**src/rtl/hseq_pkg.sv**
```systemverilog
package hseq_pkg;
  localparam int WORD_W    = 32;
  localparam int WIDTH_S   = 48;
  localparam int WIDTH_M   = 64;
  localparam int WIDTH_L   = 128;
  localparam int MAX_WORDS = (WIDTH_L + WORD_W - 1) / WORD_W;
  localparam int WIDX_W    = $clog2(MAX_WORDS);

  typedef enum logic [1:0] {
    HW_SHORT = 2'd0,
    HW_MID   = 2'd1,
    HW_LONG  = 2'd2,
    HW_BAD   = 2'd3
  } hwidth_e;

  function automatic int bits_of(hwidth_e w);
    case (w)
      HW_SHORT: return WIDTH_S;
      HW_MID:   return WIDTH_M;
      default:  return WIDTH_L;
    endcase
  endfunction

  function automatic int words_of(hwidth_e w);
    return (bits_of(w) + WORD_W - 1) / WORD_W;
  endfunction

  function automatic logic [WIDTH_L-1:0] mask_op(hwidth_e w, logic [WIDTH_L-1:0] v);
    logic [WIDTH_L-1:0] r;
    for (int i = 0; i < WIDTH_L; i++) r[i] = (i < bits_of(w)) ? v[i] : 1'b0;
    return r;
  endfunction
endpackage

```
**src/rtl/hseq_fetch.sv**
```systemverilog
module hseq_fetch
  import hseq_pkg::*;
#(
  parameter int AW    = 8,
  parameter int CNT_W = 2
) (
  input  logic                clk,
  input  logic                rst_n,
  input  logic                start,
  input  hwidth_e             width,
  input  logic [CNT_W-1:0]    count,
  input  logic [AW-1:0]       base,
  output logic                rd_en,
  output logic [AW-1:0]       rd_addr,
  input  logic [WORD_W-1:0]   rd_data,
  output logic                issue,
  output logic [WIDTH_L-1:0]  operand
);
  logic               active;
  logic [CNT_W-1:0]   k;
  logic [WIDX_W-1:0]  j;
  logic [WIDX_W-1:0]  last_j;
  logic               last_word;
  logic [WIDTH_L-1:0] ibuf;

  assign last_j    = WIDX_W'(words_of(width) - 1);
  assign last_word = active && (j == last_j);
  assign rd_en     = active;
  assign rd_addr   = base + AW'(k) * AW'(words_of(width)) + AW'(j);
  assign operand   = mask_op(width, ibuf);

  always_ff @(posedge clk) begin
    if (!rst_n) begin
      active <= 1'b0;
      k      <= '0;
      j      <= '0;
      issue  <= 1'b0;
    end else begin
      issue <= last_word;
      if (start) begin
        active <= 1'b1;
        k      <= '0;
        j      <= '0;
      end else if (active) begin
        if (j == last_j) begin
          j <= '0;
          if (k == count - 1'b1) active <= 1'b0;
          else k <= k + 1'b1;
        end else begin
          j <= j + 1'b1;
        end
      end
    end
  end

  always_ff @(posedge clk) begin
    if (active) begin
      if (j == '0) ibuf <= WIDTH_L'(rd_data);
      else ibuf[j*WORD_W +: WORD_W] <= rd_data;
    end
  end

  p_issue_pulse_r4: assert property (@(posedge clk) disable iff (!rst_n)
    issue |=> !issue);
  p_rd_contig_r2: assert property (@(posedge clk) disable iff (!rst_n)
    (rd_en && $past(rd_en)) |-> (rd_addr == $past(rd_addr) + 1'b1));
endmodule

```
**src/rtl/hseq_wb.sv**
```systemverilog
module hseq_wb
  import hseq_pkg::*;
#(
  parameter int AW    = 8,
  parameter int CNT_W = 2,
  parameter int DEPTH = 2
) (
  input  logic               clk,
  input  logic               rst_n,
  input  logic               start,
  input  hwidth_e            width,
  input  logic [AW-1:0]      base,
  input  logic               ret_valid,
  input  logic [WIDTH_L-1:0] ret_data,
  output logic               wr_en,
  output logic [AW-1:0]      wr_addr,
  output logic [WORD_W-1:0]  wr_data,
  output logic               res_last,
  output logic [CNT_W-1:0]   res_idx
);
  localparam int PTR_W  = (DEPTH > 1) ? $clog2(DEPTH) : 1;
  localparam int FILL_W = $clog2(DEPTH + 1);

  logic [WIDTH_L-1:0] q [DEPTH];
  logic [PTR_W-1:0]   wp, rp;
  logic [FILL_W-1:0]  fill;
  logic [WIDX_W-1:0]  j;
  logic [WIDX_W-1:0]  last_j;
  logic [WIDTH_L-1:0] head;
  logic               push, pop;

  assign last_j   = WIDX_W'(words_of(width) - 1);
  assign push     = ret_valid;
  assign wr_en    = (fill != '0);
  assign res_last = wr_en && (j == last_j);
  assign pop      = res_last;
  assign head     = q[rp];
  assign wr_data  = head[j*WORD_W +: WORD_W];
  assign wr_addr  = base + AW'(res_idx) * AW'(words_of(width)) + AW'(j);

  always_ff @(posedge clk) begin
    if (push) q[wp] <= mask_op(width, ret_data);
  end

  always_ff @(posedge clk) begin
    if (!rst_n) begin
      wp      <= '0;
      rp      <= '0;
      fill    <= '0;
      j       <= '0;
      res_idx <= '0;
    end else begin
      if (push) wp <= (wp == PTR_W'(DEPTH - 1)) ? '0 : wp + 1'b1;
      if (pop)  rp <= (rp == PTR_W'(DEPTH - 1)) ? '0 : rp + 1'b1;
      case ({push, pop})
        2'b10:   fill <= fill + 1'b1;
        2'b01:   fill <= fill - 1'b1;
        default: fill <= fill;
      endcase
      if (start) begin
        j       <= '0;
        res_idx <= '0;
      end else if (wr_en) begin
        if (j == last_j) begin
          j       <= '0;
          res_idx <= res_idx + 1'b1;
        end else begin
          j <= j + 1'b1;
        end
      end
    end
  end

  p_no_overflow_r6: assert property (@(posedge clk) disable iff (!rst_n)
    ret_valid |-> (fill < FILL_W'(DEPTH) || pop));
  p_wr_contig_r5: assert property (@(posedge clk) disable iff (!rst_n)
    (wr_en && $past(wr_en)) |-> (wr_addr == $past(wr_addr) + 1'b1));
endmodule

```
**src/rtl/hseq_top.sv**
```systemverilog
module hseq_top
  import hseq_pkg::*;
#(
  parameter int AW      = 8,
  parameter int MAX_OPS = 3,
  localparam int CNT_W  = $clog2(MAX_OPS + 1)
) (
  input  logic               clk,
  input  logic               rst_n,
  input  logic               cmd_valid,
  input  logic [1:0]         cmd_width,
  input  logic [CNT_W-1:0]   cmd_count,
  input  logic [AW-1:0]      cmd_base,
  output logic               busy,
  output logic               done,
  output logic               rd_en,
  output logic [AW-1:0]      rd_addr,
  input  logic [WORD_W-1:0]  rd_data,
  output logic               eng_issue,
  output logic [1:0]         eng_width,
  output logic [WIDTH_L-1:0] eng_operand,
  input  logic               eng_ret_valid,
  input  logic [WIDTH_L-1:0] eng_ret_data,
  output logic               wr_en,
  output logic [AW-1:0]      wr_addr,
  output logic [WORD_W-1:0]  wr_data
);
  hwidth_e          w_r;
  logic [CNT_W-1:0] cnt_r;
  logic [AW-1:0]    base_r;
  logic             accept, all_done, res_last;
  logic [CNT_W-1:0] res_idx;

  assign accept = cmd_valid && !busy && (cmd_count != '0)
                  && (cmd_count <= CNT_W'(MAX_OPS)) && (hwidth_e'(cmd_width) != HW_BAD);
  assign all_done  = res_last && (res_idx == cnt_r - 1'b1);
  assign eng_width = w_r;

  always_ff @(posedge clk) begin
    if (!rst_n) begin
      busy   <= 1'b0;
      done   <= 1'b0;
      w_r    <= HW_SHORT;
      cnt_r  <= '0;
      base_r <= '0;
    end else begin
      done <= all_done;
      if (accept) begin
        busy   <= 1'b1;
        w_r    <= hwidth_e'(cmd_width);
        cnt_r  <= cmd_count;
        base_r <= cmd_base;
      end else if (all_done) begin
        busy <= 1'b0;
      end
    end
  end

  hseq_fetch #(.AW(AW), .CNT_W(CNT_W)) u_fetch (
    .clk, .rst_n, .start(accept), .width(w_r), .count(cnt_r), .base(base_r),
    .rd_en, .rd_addr, .rd_data, .issue(eng_issue), .operand(eng_operand)
  );

  hseq_wb #(.AW(AW), .CNT_W(CNT_W), .DEPTH(2)) u_wb (
    .clk, .rst_n, .start(accept), .width(w_r), .base(base_r),
    .ret_valid(eng_ret_valid), .ret_data(eng_ret_data),
    .wr_en, .wr_addr, .wr_data, .res_last, .res_idx
  );

  p_busy_on_accept_r1: assert property (@(posedge clk) disable iff (!rst_n)
    accept |=> busy);
  p_done_pulse_r7: assert property (@(posedge clk) disable iff (!rst_n)
    done |=> !done);
  p_done_free_r7: assert property (@(posedge clk) disable iff (!rst_n)
    done |-> !busy);
  p_idle_quiet_r8: assert property (@(posedge clk) disable iff (!rst_n)
    !busy |-> !(rd_en || wr_en || eng_issue));
  p_bad_cmd_r9: assert property (@(posedge clk) disable iff (!rst_n)
    (cmd_valid && !busy && (cmd_count == '0 || cmd_width == 2'd3)) |=> !busy);
endmodule

```
**config.mk**
```make
export PLATFORM = sky130hd
export DESIGN_NAME = hseq_top
export DESIGN_NICKNAME = d
export VERILOG_FILES = /design/src/rtl/hseq_pkg.sv /design/src/rtl/hseq_fetch.sv /design/src/rtl/hseq_wb.sv /design/src/rtl/hseq_top.sv
export SDC_FILE = /design/constraint.sdc
export NUM_CORES = 1
export LEC_CHECK = 0
export ABC_AREA = 1
export BUFFER_PORTS_ARGS = -buffer_cell sky130_fd_sc_hd__buf_2
export CAP_MARGIN = 20
export CORE_AREA = 2 2 183 185
export DETAILED_ROUTE_END_ITERATION = 12
export DIE_AREA = 0 0 185 187
export PLACE_DENSITY = 0.82
export SLEW_MARGIN = 40
export SYNTH_ARGS = -nofsm -noshare
export SYNTH_HDL_FRONTEND = slang
export SYNTH_SLANG_ARGS = --single-unit
export TNS_END_PERCENT = 50
```
**constraint.sdc**
```tcl
create_clock -name clk -period 14.45 [get_ports clk]
set_input_delay 2.89 -clock clk [delete_from_list [all_inputs] [get_ports clk]]
set_output_delay 2.89 -clock clk [all_outputs]
set_load 0.05 [all_outputs]
```
==> metrics.md <==
| Metric | Value |
|---|---|
| Layout Nets | ~2500 |
| Die area | between 30000 and 40000 um^2 |
| Finished Layout Cells | 2735 |
| Routed wire length | about 50 mm |
| Cell count after placement | ~2600 |
| Total CTS buffers | 44 |
| Hold Crit Class | flip-flop to flip-flop |
| Actual slew at the worst max-slew pin | approximately 0.84 ns |
| Final setup viols | 0 |
| Drt wl/cell | 17.8 um |
| CTS tree | yes |
| Die height | between 150 and 200 um |
| CORE AREA | approximately 33000 um^2 |
| Yosys warns | 0 |
| Pint | 2.15 mW |
| Critical Path RT | roughly 12 ns |
| Slowest cell on the critical path | dfxtp_1 |
| Post-DP HPWL | ~31 mm |
| Combinational share of power | between 10% and 20% |
| Post-route ant nets | 0 |
| Hold buffer count at CTS | 0 |
| Critical path's largest stage delay | approximately 0.60 ns |
| Clock Tree Buf Depth | 3 |
| Flop pwr share | between 40% and 50% |
| Status | complete, no violations |
| Commonest non-fill, non-tap cell in the layout | edfxtp_1 |
| Mean Syn Cell Area | between 9 and 10 um^2 |
| Power Density | between 100 and 150 nW/um^2 |
| CTS Sinks | ~410 |
| Reg clk slew, reported paths | roughly 0.060 ns |
| Max_cap viols | 0 |
| Initial Util | 59.0% |
| Via count | between 10000 and 15000 |
| Crit path max fanout | 13 |
| Crit share post-route | roughly 43% |
| Final Hold Fails | 0 |
| Syn Inst Count | 2026 |
| Root buf cell | clkbuf_16 |
| GP Congestion | about 0.9 |
| Unrepaired setup endpoints after global routing | no |
| Gr ovfl total | 0 |
| Die width | 185 um |
| Htree depth | 2 |
| DRC viols | 0 |
| # rows | between 60 and 70 |
| VDD IR max | between 0.09 and 0.1 mV |
| Worst setup SP type | flip-flop |
| Fin Clk Skew | around 0.014 ns |
| Syn Std Cell Area | between 15000 and 20000 um^2 |
| Seq cells post-synth | ~410 |
| Tmin final | between 6 and 7 ns |
| Clock latency on the worst-skew pair | 0.53 ns |
| Psw | between 0.9 and 1 mW |
| Cell breakdown of the critical path | nand2_1, inv_1, fa_1, ha_1, ha_1, nand2_1, nand2_1, a31oi_1, xor2_1, buf_2 |
| Io pins | roughly 360 |
| Area of placed instances | around 21000 um^2 |
| Most common cell on crit path | nand2_1 |
| P_leak | 10.2 nW |
| Area Growth Syn to Fin | 15.7% |
| Filler cells | between 2000 and 2500 |
| Initial antenna violation count | 14 |
| Largest net degree at the start of global routing | 100 |
| Post-synth cell types | 36 |
| First-pass GRT wire length | 74.3 mm |
| Clock network power share | between 30% and 40% |
| Drt via density | about 5.4 |
| Vias in the first global route | 14405 |
| Power Total | just over 3 mW |
| Commonest non-fill, non-tap cells in the layout | edfxtp_1 (384), nor2_1 (371), nand2_1 (358), buf_2 (358), inv_1 (243) |
| Arrival time at the worst endpoint | approximately 3.3 ns |
| Sequential share of the synthesized area | about 62% |
| Share of cells above drive strength 1 | approximately a fifth |
| GRT Util Overall | 27.2% |
| Count of pins over their slew limit | 0 |
| PortBufs | around 360 |
| Design area | around 22000 um^2 |
| Critical Path End Type | output port |
| Highest Clock Rate | roughly 0.16 GHz |
| First-pass detailed-route iteration total | 5 |
| Setup CP Type | flip-flop to output port |
| Resized Gates After CTS | 0 |
| Initial drt markers | 1556 |
| Setup tns final | 0 ns |
| Post-CTS Repair Setup Buffers | 0 |
| Worst rel slew slack | between 40% and 50% |
| Switching share of total power | between 20% and 30% |
[layer usage]
| layer | track usage [%] | part of all wire [%] | vias to the layer above |
|---|---|---|---|
| met5 | 0 | 0.17 | - |
| met4 | 10.4 | 3.4 | 14 |
| met3 | 7.67 | 11 | 131 |
| met2 | 44.4 | 48 | 786 |
| met1 | 34.7 | 38 | 6980 |
| li1 | - | - | 6979 |
[cell families after synthesis]
group | after synthesis | synth area share (%)
other cells | 1 | 0.0193
flops | 413 | 62.4
xor+xnor | 12 | 0.542
buf+inv | 453 | 9.56
simple gates | 772 | 15.4
fa+ha+maj | 41 | 2.80
compound gates | 334 | 9.23
[stage by stage]
stage                     util, %  hold WS (ns)  setup slack, ns
after CTS                    68.2         0.457             8.21
after detailed placement     64.1         0.446             8.78
final                        68.3         0.451             8.28
after global routing         68.2         0.464             8.01
after floorplan                 -         0.425             5.52
after global placement       63.9         0.435             8.46
[synth_stat cells, drive strengths merged]
cell,n,area share [%]
buf,66,2.0
nand2,361,7.1
fa,4,0.41
ha,37,2.4
edfxtp,384,59
clkbuf,136,2.7
dfxtp,29,3.0
inv,251,4.9
nor2,376,7.4
o21a,1,0.039
o211a,1,0.052
a22oi,32,1.2
xnor2,2,0.090
o21ai,202,5.2
o21bai,2,0.077
a21oi,84,2.2
xor2,10,0.45
a31oi,4,0.13
conb,1,0.019
nor3,2,0.052
o22ai,8,0.26
nor3b,3,0.14
nand3,26,0.67
nand4,4,0.13
[sequential cells by signal, indices dropped and copies added, names as in the netlist, 2 cells and up, named ones only]
signal	count
base_r	8
cnt_r	2
eng_width	2
u_fetch.ibuf	128
u_fetch.j	2
u_fetch.k	2
u_wb.fill	2
u_wb.j	2
u_wb.q	256
u_wb.res_idx	2
[power groups by stage]
| stage | combinational (mW) | sequential [mW] | clock (mW) |
|---|---|---|---|
| 6_report | 0.551 | 1.43 | 1.07 |
| 5_1_grt | 0.594 | 1.44 | 1.12 |
| 4_1_cts | 0.550 | 1.43 | 1.08 |
| 3_5_place_dp | 0.546 | 1.46 | 0 |
| 3_3_place_gp | 0.531 | 1.45 | 0 |
| 2_1_floorplan | 0.409 | 1.45 | 0 |
[path summary, 6_finish.rpt]
kind / start / end / slack [ns] / cells after the start
max reg2reg: eng_width[1]$_SDFFE_PN0P_ / u_wb.q[1][71]$_DFFE_PP_ / 11.54 / 5
max: eng_width[1]$_SDFFE_PN0P_ / wr_addr[4] / 8.28 / 10
min: u_wb.rp$_SDFFE_PN0P_ / flip-flop / 0.45 / 1
min reg2reg: u_wb.rp$_SDFFE_PN0P_ / flip-flop / 0.45 / 1
[final cells by class]
class,instances,area (um^2),area share (%)
well taps,448,561,2.50
multi-input cells,1163,5480,24.4
clock buffers,52,1150,5.14
clock inverters,27,206,0.920
inverters,251,947,4.22
flip-flops and latches,413,12100,54.0
diodes,8,20.0,0.0892
repair buffers,373,1940,8.66
[worst max-delay path: cells and delay by family (launching register included)]
kind | cells | cell delay (ns)
XOR/XNOR | 1 | 0.19
adder cells (fa/ha/maj) | 3 | 1.12
AO/OA/AOI/OAI | 1 | 0.18
flip-flops | 1 | 0.60
buffers and inverters | 2 | 0.38
AND/OR/NAND/NOR | 3 | 0.28
(Power assumes the default switching activity.)
